**src/rtl/wbk_pkg.sv**
```systemverilog
package wbk_pkg;
    localparam logic [2:0] OP_RD_WIPER = 3'd0;
    localparam logic [2:0] OP_WR_WIPER = 3'd1;
    localparam logic [2:0] OP_RD_SLOT  = 3'd2;
    localparam logic [2:0] OP_WR_SLOT  = 3'd3;
    localparam logic [2:0] OP_LOAD     = 3'd4;
    localparam logic [2:0] OP_SAVE     = 3'd5;

    typedef enum logic [1:0] {
        ST_RECALL = 2'd0,
        ST_IDLE   = 2'd1,
        ST_STORE  = 2'd2
    } seq_state_e;
endpackage

```
**src/rtl/wbk_seq.sv**
```systemverilog
module wbk_seq
    import wbk_pkg::*;
#(
    parameter int STORE_CYCLES = 64
) (
    input  logic clk,
    input  logic rst_n,
    input  logic store_req,
    output logic in_recall,
    output logic in_store
);
    localparam int CW = $clog2(STORE_CYCLES + 1);

    seq_state_e state_q, state_d;
    logic [CW-1:0] cnt_q;

    always_comb begin
        state_d = state_q;
        unique case (state_q)
            ST_RECALL: state_d = ST_IDLE;
            ST_IDLE:   if (store_req) state_d = ST_STORE;
            ST_STORE:  if (cnt_q == CW'(1)) state_d = ST_IDLE;
            default:   state_d = ST_IDLE;
        endcase
    end

    always_ff @(posedge clk or negedge rst_n) begin
        if (!rst_n) begin
            state_q <= ST_RECALL;
            cnt_q   <= '0;
        end else begin
            state_q <= state_d;
            if (state_q == ST_IDLE && store_req)
                cnt_q <= CW'(STORE_CYCLES);
            else if (state_q == ST_STORE)
                cnt_q <= cnt_q - CW'(1);
        end
    end

    always_comb begin
        in_recall = (state_q == ST_RECALL);
        in_store  = (state_q == ST_STORE);
    end
endmodule

```
**src/rtl/wbk_channel.sv**
```systemverilog
module wbk_channel #(
    parameter int TAPW  = 6,
    parameter int SLOTS = 4,
    parameter logic [TAPW-1:0] INIT = '0
) (
    input  logic                     clk,
    input  logic                     rst_n,
    input  logic                     recall,
    input  logic                     wiper_we,
    input  logic [TAPW-1:0]          wiper_din,
    input  logic                     slot_we,
    input  logic [$clog2(SLOTS)-1:0] slot_idx,
    input  logic [TAPW-1:0]          slot_din,
    output logic [TAPW-1:0]          wiper,
    output logic [SLOTS*TAPW-1:0]    slots
);
    localparam int SW = $clog2(SLOTS);

    for (genvar s = 0; s < SLOTS; s++) begin : g_slot
        localparam logic [TAPW-1:0] RST_VAL = (s == 0) ? INIT : '0;
        always_ff @(posedge clk or negedge rst_n) begin
            if (!rst_n)
                slots[s*TAPW +: TAPW] <= RST_VAL;
            else if (slot_we && slot_idx == SW'(s))
                slots[s*TAPW +: TAPW] <= slot_din;
        end
    end

    always_ff @(posedge clk or negedge rst_n) begin
        if (!rst_n)
            wiper <= '0;
        else if (recall)
            wiper <= slots[TAPW-1:0];
        else if (wiper_we)
            wiper <= wiper_din;
    end
endmodule

```
**src/rtl/dual_wiper_bank.sv**
```systemverilog
module dual_wiper_bank
    import wbk_pkg::*;
#(
    parameter int NPOT         = 2,
    parameter int SLOTS        = 4,
    parameter int TAPW         = 6,
    parameter int DATAW        = 8,
    parameter int STORE_CYCLES = 64,
    parameter logic [NPOT*TAPW-1:0] INIT_TAPS = {NPOT{6'd32}},
    localparam int PW = $clog2(NPOT),
    localparam int SW = $clog2(SLOTS)
) (
    input  logic                 clk,
    input  logic                 rst_n,
    input  logic                 cmd_valid,
    input  logic [2:0]           cmd_op,
    input  logic [PW-1:0]        cmd_pot,
    input  logic [SW-1:0]        cmd_slot,
    input  logic [DATAW-1:0]     cmd_wdata,
    input  logic                 write_lock,
    output logic [NPOT*TAPW-1:0] tap_sel,
    output logic                 rd_valid,
    output logic [DATAW-1:0]     rd_data,
    output logic                 busy,
    output logic                 cmd_refused
);
    logic in_recall, in_store;
    logic is_rd, is_wiper_wr, is_slot_wr, is_reserved;
    logic store_req, refuse_now, wiper_go;
    logic [TAPW-1:0] wd_low, sel_wiper, sel_slot, rd_val, wiper_din, slot_din;
    logic [TAPW-1:0] wip_arr [NPOT];
    logic [SLOTS*TAPW-1:0] slot_arr [NPOT];
    logic unused_wdata_hi;

    assign wd_low          = cmd_wdata[TAPW-1:0];
    assign unused_wdata_hi = ^cmd_wdata[DATAW-1:TAPW];

    always_comb begin
        is_rd = 1'b0; is_wiper_wr = 1'b0; is_slot_wr = 1'b0; is_reserved = 1'b0;
        case (cmd_op)
            OP_RD_WIPER, OP_RD_SLOT: is_rd       = 1'b1;
            OP_WR_WIPER, OP_LOAD:    is_wiper_wr = 1'b1;
            OP_WR_SLOT, OP_SAVE:     is_slot_wr  = 1'b1;
            default:                 is_reserved = 1'b1;
        endcase
    end

    assign busy       = in_recall | in_store;
    assign store_req  = cmd_valid & is_slot_wr & ~busy & ~write_lock;
    assign wiper_go   = cmd_valid & is_wiper_wr & ~in_recall;
    assign refuse_now = cmd_valid & (in_recall | is_reserved |
                                     (is_slot_wr & (busy | write_lock)));

    always_comb begin
        sel_wiper = wip_arr[cmd_pot];
        sel_slot  = slot_arr[cmd_pot][cmd_slot*TAPW +: TAPW];
        rd_val    = (cmd_op == OP_RD_WIPER) ? sel_wiper : sel_slot;
        wiper_din = (cmd_op == OP_LOAD) ? sel_slot : wd_low;
        slot_din  = (cmd_op == OP_SAVE) ? sel_wiper : wd_low;
    end

    wbk_seq #(.STORE_CYCLES(STORE_CYCLES)) u_seq (
        .clk       (clk),
        .rst_n     (rst_n),
        .store_req (store_req),
        .in_recall (in_recall),
        .in_store  (in_store)
    );

    for (genvar p = 0; p < NPOT; p++) begin : g_pot
        wbk_channel #(
            .TAPW  (TAPW),
            .SLOTS (SLOTS),
            .INIT  (INIT_TAPS[p*TAPW +: TAPW])
        ) u_chan (
            .clk       (clk),
            .rst_n     (rst_n),
            .recall    (in_recall),
            .wiper_we  (wiper_go && cmd_pot == PW'(p)),
            .wiper_din (wiper_din),
            .slot_we   (store_req && cmd_pot == PW'(p)),
            .slot_idx  (cmd_slot),
            .slot_din  (slot_din),
            .wiper     (wip_arr[p]),
            .slots     (slot_arr[p])
        );
        assign tap_sel[p*TAPW +: TAPW] = wip_arr[p];
    end

    always_ff @(posedge clk or negedge rst_n) begin
        if (!rst_n) begin
            rd_valid    <= 1'b0;
            rd_data     <= '0;
            cmd_refused <= 1'b0;
        end else begin
            rd_valid    <= cmd_valid & is_rd & ~in_recall;
            cmd_refused <= refuse_now;
            if (cmd_valid && is_rd)
                rd_data <= DATAW'(rd_val);
        end
    end
endmodule

```
**config.mk**
```make
export PLATFORM = sky130hd
export DESIGN_NAME = dual_wiper_bank
export DESIGN_NICKNAME = d
export VERILOG_FILES = /design/src/rtl/wbk_pkg.sv /design/src/rtl/wbk_seq.sv /design/src/rtl/wbk_channel.sv /design/src/rtl/dual_wiper_bank.sv
export SDC_FILE = /design/constraint.sdc
export NUM_CORES = 1
export LEC_CHECK = 0
export ABC_AREA = 1
export ABC_CLOCK_PERIOD_IN_PS = 1600
export BUFFER_PORTS_ARGS = -buffer_cell sky130_fd_sc_hd__buf_2
export CAP_MARGIN = 20
export CORE_MARGIN = 3
export CORE_UTILIZATION = 39
export CTS_BUF_LIST = sky130_fd_sc_hd__clkbuf_8
export CTS_CLUSTER_SIZE = 8
export DETAILED_ROUTE_END_ITERATION = 16
export SYNTH_ARGS = -nofsm -noshare
export SYNTH_HDL_FRONTEND = slang
export SYNTH_SLANG_ARGS = --single-unit
export TNS_END_PERCENT = 20
```
**constraint.sdc**
```tcl
create_clock -name clk -period 1.6 [get_ports clk]
set_input_delay 0.32 -clock clk [delete_from_list [all_inputs] [get_ports clk]]
set_output_delay 0.32 -clock clk [all_outputs]
set_load 0.02 [all_outputs]
```
# Word-level counts from Yosys, hierarchy flattened
# Cells that the tools add are included.
# word_totals
input_bits	18
reg_bits	77
output_inout_bits	23
word_cells	97
# op_classes
bitwise_logic	18
n_lt_le_gt_ge	1
n_shift	1
reduce_logical	25
eq_ne	13
muxes	22
multipliers	1
n_addsub	1
# ops
operator	count
24-bit 2-to-1 mux	3
6-bit 2-to-1 mux	10
24-bit by 6-bit indexed part select with 6-bit output	1
1-bit logical AND	14
7-bit 2-to-1 mux	2
1-bit bitwise AND	9
7-bit by 1-bit == test with 1-bit output, second input constant	1
7-bit by 1-bit subtractor with 7-bit output, second input constant	1
2-bit == test, second input constant	3
3-bit by 2-bit == test with 1-bit output, second input constant	2
3-bit == test, second input constant	2
2-bit nonzero test	3
2-bit OR reduction	3
6-bit OR reduction	1
2-bit by 1-bit == test with 1-bit output, second input constant	2
2-bit zero test	2
2-bit by 2-bit multiplier with 4-bit output, second input constant	1
1-bit 2-to-1 mux	4
2-bit 2-to-1 mux	2
1-bit NOT	4
1-bit bitwise OR	4
2-bit case mux with 2 select lines	1
3-bit by 1-bit == test with 1-bit output, second input constant	1
3-bit zero test	1
other kinds (5)	5

# Longest topological paths before layout
# Gate-level depths: netlist (run 1).
# depth
depth_word	8
ltp_mapped	11
mapped_depth_nobuf	9

# Cells and area by module
# From an unflattened synthesis (run 1), not the netlist that was laid out.
# hier_totals
hier_cells	618
hier_area_um2	4440.5
# by_module_without_submodules
module	area_per_inst_um2	cells_per_inst	n_inst
wbk_channel	1315.0	154	2
dual_wiper_bank	1317.5	252	1
wbk_seq	493.0	58	1

# Worst setup path after synthesis (run 1)
# Ideal clock, no wire load.
# synth_timing
path_type	input port to flip-flop
start	input cmd_pot
end	register g_pot[0].u_chan.slots[0]
setup_ns	0.137
arrival_time_ns	1.224
path_slack_ns	0.239
stages	6
n_path_buf	1
cell_sequence	buf_2 or2_2 o21ai_0 nand2_1 o21ai_1 o21ai_1
# synth_between
elab_chain_cells	5
elab_cells_between_ends	8
# synth_lines
item	line_no	source
from (decl)	dual_wiper_bank.sv:17	input logic [PW-1:0] cmd_pot,
1-bit NOT with 2-bit output (implied by the code)	dual_wiper_bank.sv:55	sel_wiper = wip_arr[cmd_pot];
6-bit 2-to-1 mux (implied by the code) (3 in series)	dual_wiper_bank.sv:55	
6-bit 2-to-1 mux	dual_wiper_bank.sv:59	slot_din = (cmd_op == OP_SAVE) ? sel_wiper : wd_low;
to (signal, indexed assignment)	wbk_channel.sv:25	slots[s*TAPW +: TAPW] <= slot_din;
to (decl)	wbk_channel.sv:15	output logic [SLOTS*TAPW-1:0] slots
# Several ways; a longest one is shown, not always the timed one. The select of a mux whose other input is x is not followed.
# A chain may end at the register's enable or synchronous reset.

# Worst setup path in the final report (run 1)
# layout_timing
start	register u_seq.state_q[0]
end	register g_pot[0].u_chan.slots[0]
# layout_between
elab_chain_cells	7
elab_cells_between_ends	8
# layout_lines
item	line_no	source
from (decl)	wbk_seq.sv:14	seq_state_e state_q, state_d;
from (signal assigned)	wbk_seq.sv:32	state_q <= state_d;
2-bit == test or 2-bit zero test (tied branches)	wbk_seq.sv:42, wbk_seq.sv:41	
1-bit bitwise OR (*)	dual_wiper_bank.sv:48	assign busy = in_recall | in_store;
1-bit NOT (*)	dual_wiper_bank.sv:49	assign store_req = cmd_valid & is_slot_wr & ~busy & ~write_lock;
1-bit bitwise AND (*) (2 in series)	dual_wiper_bank.sv:49	
1-bit logical AND (*)	dual_wiper_bank.sv:81	.slot_we (store_req && cmd_pot == PW'(p)),
1-bit logical AND (*)	wbk_channel.sv:24	else if (slot_we && slot_idx == SW'(s))
# Every way passes the cells marked *; elsewhere a longest branch is shown, timed or not.

==> flow_summary_export.csv, run 1 <==
group,metric,value,unit
critical_path,cpPeakStageDelay,400,ps
power,p_leak,2.59,nW
critical_path,startpoint_type,"flip-flop",
critical_path,worstSetupPathType,"flip-flop to flip-flop",
final_layout,antenna_cells,0,
sta,period_share,94.0,%
yosys,synth_area_per_cell,7.13,um^2
clock_network,cts.clk_slew.worst_paths,80,ps
final_layout,finalNetCount,660,
sta,final-hold-violation-count,0,
sta,finalSetupTns,0,ps
sta,rsz0062_at_grt,"true",
die,boundaryPins,41,
detailed_routing,drc,0,
die,die_h,108,um
critical_path,crit_slowest_cell,"dfrtp_1",
grt,overflow,0,
sta,setup_viol_count_final,0,
final_layout,finalCoreUtilization,49.2,%
final_layout,final_cell_mix,"nand2_1, inv_1, dfrtp_1",
yosys,synth.ff_latch_count,77,
placed_design,placedInstanceArea,4710,um^2
sta,skew,5.47,ps
detailed_routing,drt_pass1_iterations,4,
critical_path,crit_buf_inv,2,
final_layout,drive_above_1_share,16.6,%
critical_path,crit_chain,"nand2_1, nor3b_4, buf_4, nand4_1, buf_4, nand2_1, o21ai_1",
sta,finalMaxSlewViolations,0,
grt,grt_pass1_wl,17.1,mm
yosys,synth_mux_area_share,0,%
final_layout,final_common_cell,"nand2_1",
detailed_routing,drt_iter0_drc,227,
die,num_rows,36,
final_layout,layout.cells.non_filler,778,
die,die_x,108,um
clock_network,cts_buffer_depth,2,
yosys,yosys.area_share.xor_xnor,0.430,%
critical_path,critPathCaptureType,"flip-flop",
yosys,ys_types,25,
detailed_routing,wl_per_cell,13.1,um
final_layout,design_area,4900,um^2
clock_network,cts.sinks,77,
clock_network,h-tree-depth,3,
yosys,synth_edf_count,0,
detailed_routing,viasPerCell,4.76,
final_layout,nFillCells,999,
yosys,synth_compound_area_share,8.88,%
outcome,status,"complete, no violations",
yosys,synth-async-reset-ratio,100,%
critical_path,required,1850,ps
yosys,synth-simple-area-share,32.0,%
yosys,synth_warnings,0,
clock_network,cts_tree,"built",
die,core,9950,um^2
grt,grt_usage,18.9,%
detailed_routing,wl,10.2,mm
yosys,syn_inst,571,
critical_path,crit_fanout,9,
yosys,netlist_area,4070,um^2
clock_network,numCtsBuffers,9,
yosys,synth_fa_ha_area_share,0.614,%
final_layout,areaGrowthSynthToFinish,20.3,%
sta,holdWs,303,ps
detailed_routing,ant_nets,0,
die,start_util,40.9,%
clock_network,cts-root-buf,"clkbuf_8",
placed_design,portBuffers,36,
sta,fmax,0.665,GHz
yosys,synthFlopType,"dfrtp_1",
die,dieArea,11700,um^2
placed_design,dp_hpwl,7.37,mm
detailed_routing,dr_total_vias,3702,
yosys,synth_top_family_by_area,"simple AND/OR/NAND/NOR gates",
power,irDropWorstVdd,0.439,mV
worst_hold_path,hold_class,"input port to flip-flop",
placed_design,dp_cells,761,
grt,grt_pass1_vias,3527,
yosys,seq_area_frac_synth,47.4,%
power,cellPowerDensity,883,nW/um^2
grt,grt_max_degree,78,
grt,grt_antenna_before_repair,0,
run,cap_violations,0,
placed_design,place.gp.congestion,0.902,
clock_network,clock_latency,360,ps
critical_path,cp.arrival,1750,ps
critical_path,cpLargestDelayFamily,"simple AND/OR/NAND/NOR gates",
sta,fin_crit,1500,ps
## layout make-up
cell class / count / area (um^2) / area share [%]
Sequential cell: 77 / 1930 / 39.4
Multi-Input combinational cell: 388 / 1720 / 35.1
Timing Repair Buffer: 80 / 591 / 12.1
Inverter: 84 / 315 / 6.44
Tap cell: 133 / 166 / 3.40
Clock buffer: 11 / 151 / 3.09
Clock inverter: 5 / 26.3 / 0.536
## worst reg2reg max path: stages, from the launching register on
cell and delay (ps):
dfrtp_1 400, nand2_1 170, nor3b_4 200, buf_4 200
nand4_1 130, buf_4 190, nand2_1 60, o21ai_1 60
## cell families after synthesis
family / Yosys count
flip-flops: 77
AND/OR/NAND/NOR: 310
XOR/XNOR: 2
AO/OA/AOI/OAI: 72
adder cells (fa/ha/maj): 2
buffers and inverters: 107
other: 1
## path summary, 6_finish.rpt
path	slack, ps	from	cells after the start	end
max	100	u_seq.state_q[0]$_DFFE_PN0P_	7	g_pot[0].u_chan.slots[0]$_DFFE_PN0P_
min	300	cmd_valid	3	cmd_refused$_DFF_PN0_
max reg2reg	100	u_seq.state_q[0]$_DFFE_PN0P_	7	g_pot[0].u_chan.slots[0]$_DFFE_PN0P_
min reg2reg	480	rd_data[2]$_DFFE_PN0P_	2	rd_data[2]$_DFFE_PN0P_
max in group asynchronous	710	rst_n	3	g_pot[1].u_chan.slots[5]$_DFFE_PN1P_
min in group asynchronous	510	rst_n	3	g_pot[0].u_chan.slots[21]$_DFFE_PN0P_
## routing by layer
| layer | vias up | routed length (um) | global-route usage, % |
|---|---|---|---|
| li1 | 1924 | - | - |
| met1 | 1689 | 4850 | 25.4 |
| met2 | 76 | 4650 | 30.4 |
| met3 | 13 | 509 | 3.58 |
| met4 | 0 | 144 | 7.03 |
| met5 | - | 0 | 0 |
## stage by stage
step	setup slack [ps]	power (mW)
detailed placement	-8.88	3.01
finish	96.8	4.32
global route	-2.39	4.56
floorplan	239	2.63
CTS	59.8	4.36
global placement	1.91	3.01
## cells in the mapped netlist (2+ instances only)
cell | n | area share [%]
nor3_1 | 2 | 0.25
xor2_1 | 2 | 0.43
nor2_1 | 26 | 2.4
dfstp_2 | 2 | 1.3
nand3_1 | 58 | 7.1
buf_1 | 2 | 0.18
buf_4 | 3 | 0.55
nand2_1 | 205 | 19
clkbuf_1 | 3 | 0.28
o21ai_1 | 55 | 6.8
buf_2 | 15 | 1.8
inv_1 | 83 | 7.6
a21oi_1 | 5 | 0.61
dfrtp_1 | 75 | 46
o21ai_0 | 11 | 1.4
nand4_1 | 9 | 1.4
or2_2 | 6 | 0.92
ha_1 | 2 | 0.61
## sequential cells by signal, summed over array words and instances (netlist names)
register and cells:
cmd_refused 1, rd_valid 1, g_pot.u_chan.wiper 12, u_seq.state_q 2, g_pot.u_chan.slots 48, rd_data 6
u_seq.cnt_q 7
## what timing repair did
action / 4_1_cts / 5_1_grt
hold buffers: 1 / 0
setup buffers: 0 / 0
setup endpoints to repair: 0 / 4
resized for setup: 0 / 1
hold endpoints to repair: 45 / 0
## report_power, final
| part | internal (mW) | switching [mW] | total [mW] |
|---|---|---|---|
| combinational | 0.312 | 0.526 | 0.837 |
| sequential | 2.05 | 0.0821 | 2.13 |
| clock | 0.634 | 0.720 | 1.35 |
Note: power is estimated with default switching activity, not from simulation.
==> inputs of run 2 (changes only) <==
--- a/config.mk
+++ b/config.mk
@@ -16,5 +16,6 @@
 export DETAILED_ROUTE_END_ITERATION = 16
 export SYNTH_ARGS = -nofsm -noshare
 export SYNTH_HDL_FRONTEND = slang
+export SYNTH_HIERARCHICAL = 1
 export SYNTH_SLANG_ARGS = --single-unit
 export TNS_END_PERCENT = 20
==> run 2 against run 1 <==
Net effect: the flow now finishes with violations (negative setup slack); cell area rose by 12%; setup slack lost 280 ps; sequential power is essentially flat; sequential share of layout area fell by 4.3 points; clock skew grew 3.0 ps; first-iteration DRC count grew 11%; synthesized area rose by 9.0%; sequential cell count is the same; wire length rose by 15%; synthesized cell count up 8.2%; via count up 12%; fmax is 16% lower; critical endpoint is now g_pot[1].u_chan/slots[7]$_DFFE_PN0P_; largest power group unchanged; highest routed layer unchanged.
==> flow_summary_export.csv, run 2 <==
group,metric,value,unit
outcome,status,"complete, but fails checks",
outcome,violations,"negative setup slack",
clock_network,cts.sinks,77,
worst_hold_path,hold_class,"input port to flip-flop",
yosys,yosys-top-cells-count,"nand2_1, dfrtp_1, inv_1",
sta,holdWs,272,ps
clock_network,cts_buffer_depth,2,
clock_network,clock_latency,360,ps
grt,grt_pass1_vias,3958,
sta,tightest_slew,557,ps
sta,final-hold-violation-count,0,
detailed_routing,drc,0,
sta,slew_headroom,62.9,%
die,die_h,113,um
die,core,11000,um^2
critical_path,cpPeakStageDelay,410,ps
clock_network,numCtsBuffers,9,
critical_path,crit_chain,"inv_2, nor2_4, inv_2, nand2_4, or2_4, nor2_4, nand2_4, nor2_4, buf_6, nand3_4, nand2_2, nand2_2",
final_layout,final_common_cell,"nand2_1",
power,total_power,4.68,mW
sta,finalMaxSlewViolations,0,
critical_path,critPathMostFrequentCell,"nor2_4",
yosys,synth.ff_latch_count,77,
power,cellPowerDensity,851,nW/um^2
clock_network,h-tree-depth,3,
yosys,syn_inst,618,
die,num_rows,38,
yosys,synthFlopType,"dfrtp_1",
detailed_routing,viasPerCell,4.94,
final_layout,areaGrowthSynthToFinish,23.8,%
final_layout,final_cell_mix,"nand2_1, dfrtp_1, inv_1",
sta,timing.final.ws_setup,-184,ps
sta,setup_viol_count_final,57,
final_layout,finalCoreUtilization,50.1,%
sta,finalSetupTns,-7520,ps
yosys,yosys.area.top_type,"dfrtp_1",
final_layout,finalNetCount,716,
final_layout,largest_register_ff_count,48,
power,p_leak,2.93,nW
die,dieArea,12700,um^2
die,start_util,40.4,%
placed_design,portBuffers,36,
critical_path,critPathCaptureType,"flip-flop",
power,irDropWorstVdd,0.459,mV
placed_design,dp_cells,815,
clock_network,cts-root-buf,"clkbuf_8",
final_layout,layout.cells.non_filler,841,
die,boundaryPins,41,
critical_path,crit_buf_inv,3,
grt,grt_usage,18.8,%
grt,overflow,0,
detailed_routing,drt_pass1_iterations,5,
sta,rsz0062_at_grt,"true",
placed_design,dp_hpwl,8.25,mm
grt,grt_pass1_wl,19.2,mm
grt,grt_max_degree,33,
critical_path,cpLargestDelayFamily,"simple AND/OR/NAND/NOR gates",
detailed_routing,ant_nets,0,
clock_network,cts_tree,"built",
grt,grt_antenna_before_repair,0,
yosys,synth_edf_count,0,
yosys,synth_warnings,6,
critical_path,worstSetupPathType,"flip-flop to flip-flop",
yosys,yosysMostFrequentCell,"nand2_1",
yosys,yosysTopAreaCellShare,42.3,%
critical_path,required,1850,ps
yosys,seq_area_frac_synth,43.4,%
sta,skew,8.52,ps
yosys,netlist_area,4440,um^2
detailed_routing,dr_total_vias,4151,
yosys,synth-async-reset-ratio,100,%
final_layout,antenna_cells,0,
yosys,synthTopCellsByArea,"dfrtp_1, nand2_1, inv_1",
critical_path,crit_fanout,6,
final_layout,reg.largest.list,"g_pot.u_chan/slots (48), g_pot.u_chan/wiper (12), u_seq/cnt_q (7)",
clock_network,cts.clk_slew.worst_paths,80,ps
placed_design,pre_cts_slack,-232,ps
run,cap_violations,0,
detailed_routing,wl_per_cell,13.9,um
sta,fmax,0.560,GHz
detailed_routing,wl,11.7,mm
die,die_x,113,um
placed_design,place.gp.congestion,0.850,
sta,period_share,112,%
critical_path,cp.arrival,2040,ps
critical_path,crit_slowest_cell,"dfrtp_1",
yosys,ys_types,30,
critical_path,startpoint_type,"flip-flop",
sta,fin_crit,1780,ps
yosys,synth_area_per_cell,7.19,um^2
placed_design,placedInstanceArea,5040,um^2
final_layout,design_area,5500,um^2
final_layout,largest-register,"g_pot.u_chan/slots",
detailed_routing,drt_iter0_drc,253,
final_layout,drive_above_1_share,25.0,%
## run 2: tightest hold or removal path: stages
cell and delay (ps):
buf_2 120, inv_1 100, a21oi_1 50
## run 2: final timing paths
kind	startpoint	to	depth (start not counted)	slack, ps
worst max register to register	u_seq/state_q[1]$_DFFE_PN0P_	g_pot[1].u_chan/slots[7]$_DFFE_PN0P_	12	-180
max in group asynchronous	rst_n	g_pot[1].u_chan/slots[7]$_DFFE_PN0P_	3	640
min in group asynchronous	rst_n	g_pot[0].u_chan/wiper[5]$_DFFE_PN0P_	2	460
worst min register to register	g_pot[1].u_chan/slots[8]$_DFFE_PN0P_	g_pot[1].u_chan/slots[8]$_DFFE_PN0P_	2	480
worst max-delay path	u_seq/state_q[1]$_DFFE_PN0P_	g_pot[1].u_chan/slots[7]$_DFFE_PN0P_	12	-180
worst min-delay path	cmd_valid	cmd_refused$_DFF_PN0_	3	270
## run 2: routing by layer
| layer | GRT usage [%] | vias to the layer above | wire length [um] |
|---|---|---|---|
| li1 | - | 2086 | - |
| met1 | 25.6 | 1930 | 5400 |
| met2 | 29.5 | 107 | 5440 |
| met3 | 2.78 | 28 | 532 |
| met4 | 9.05 | 0 | 344 |
| met5 | 0 | - | 0 |
## run 2: logic make-up (layout without fill, tap and decap cells)
| family | Yosys count | after routing | synth area share (%) |
|---|---|---|---|
| compound gates | 41 | 41 | 5.07 |
| fa+ha+maj | 2 | 2 | 0.563 |
| buf+inv | 113 | 194 | 11.7 |
| flops | 77 | 77 | 43.4 |
| mux | 6 | 6 | 1.35 |
| other cells | 1 | 2 | 0.0844 |
| simple gates | 378 | 379 | 37.8 |
## run 2: cell type report
class | instances | area (um^2)
fill | 1103 | 5480
multi-input combinational | 430 | 2180
sequential | 77 | 1930
timing repair buffer | 90 | 658
inverter | 88 | 333
tap | 140 | 175
clock buffer | 10 | 138
clock inverter | 6 | 86.3
## run 2: repair_timing
action	4_1_cts	5_1_grt
resized for setup	5	33
buffers inserted	3	5
cloned	0	1
hold buffers	1	0
pin swaps	9	11
hold endpoints to repair	28	0
endpoints found under the setup margin	55	70
## run 2: where the power goes
group | switching (mW) | leakage (nW) | internal, mW
sequential | 0.0771 | 1.02 | 2.05
combinational | 0.577 | 1.80 | 0.314
clock | 0.745 | 0.112 | 0.917
total | 1.40 | 2.93 | 3.28
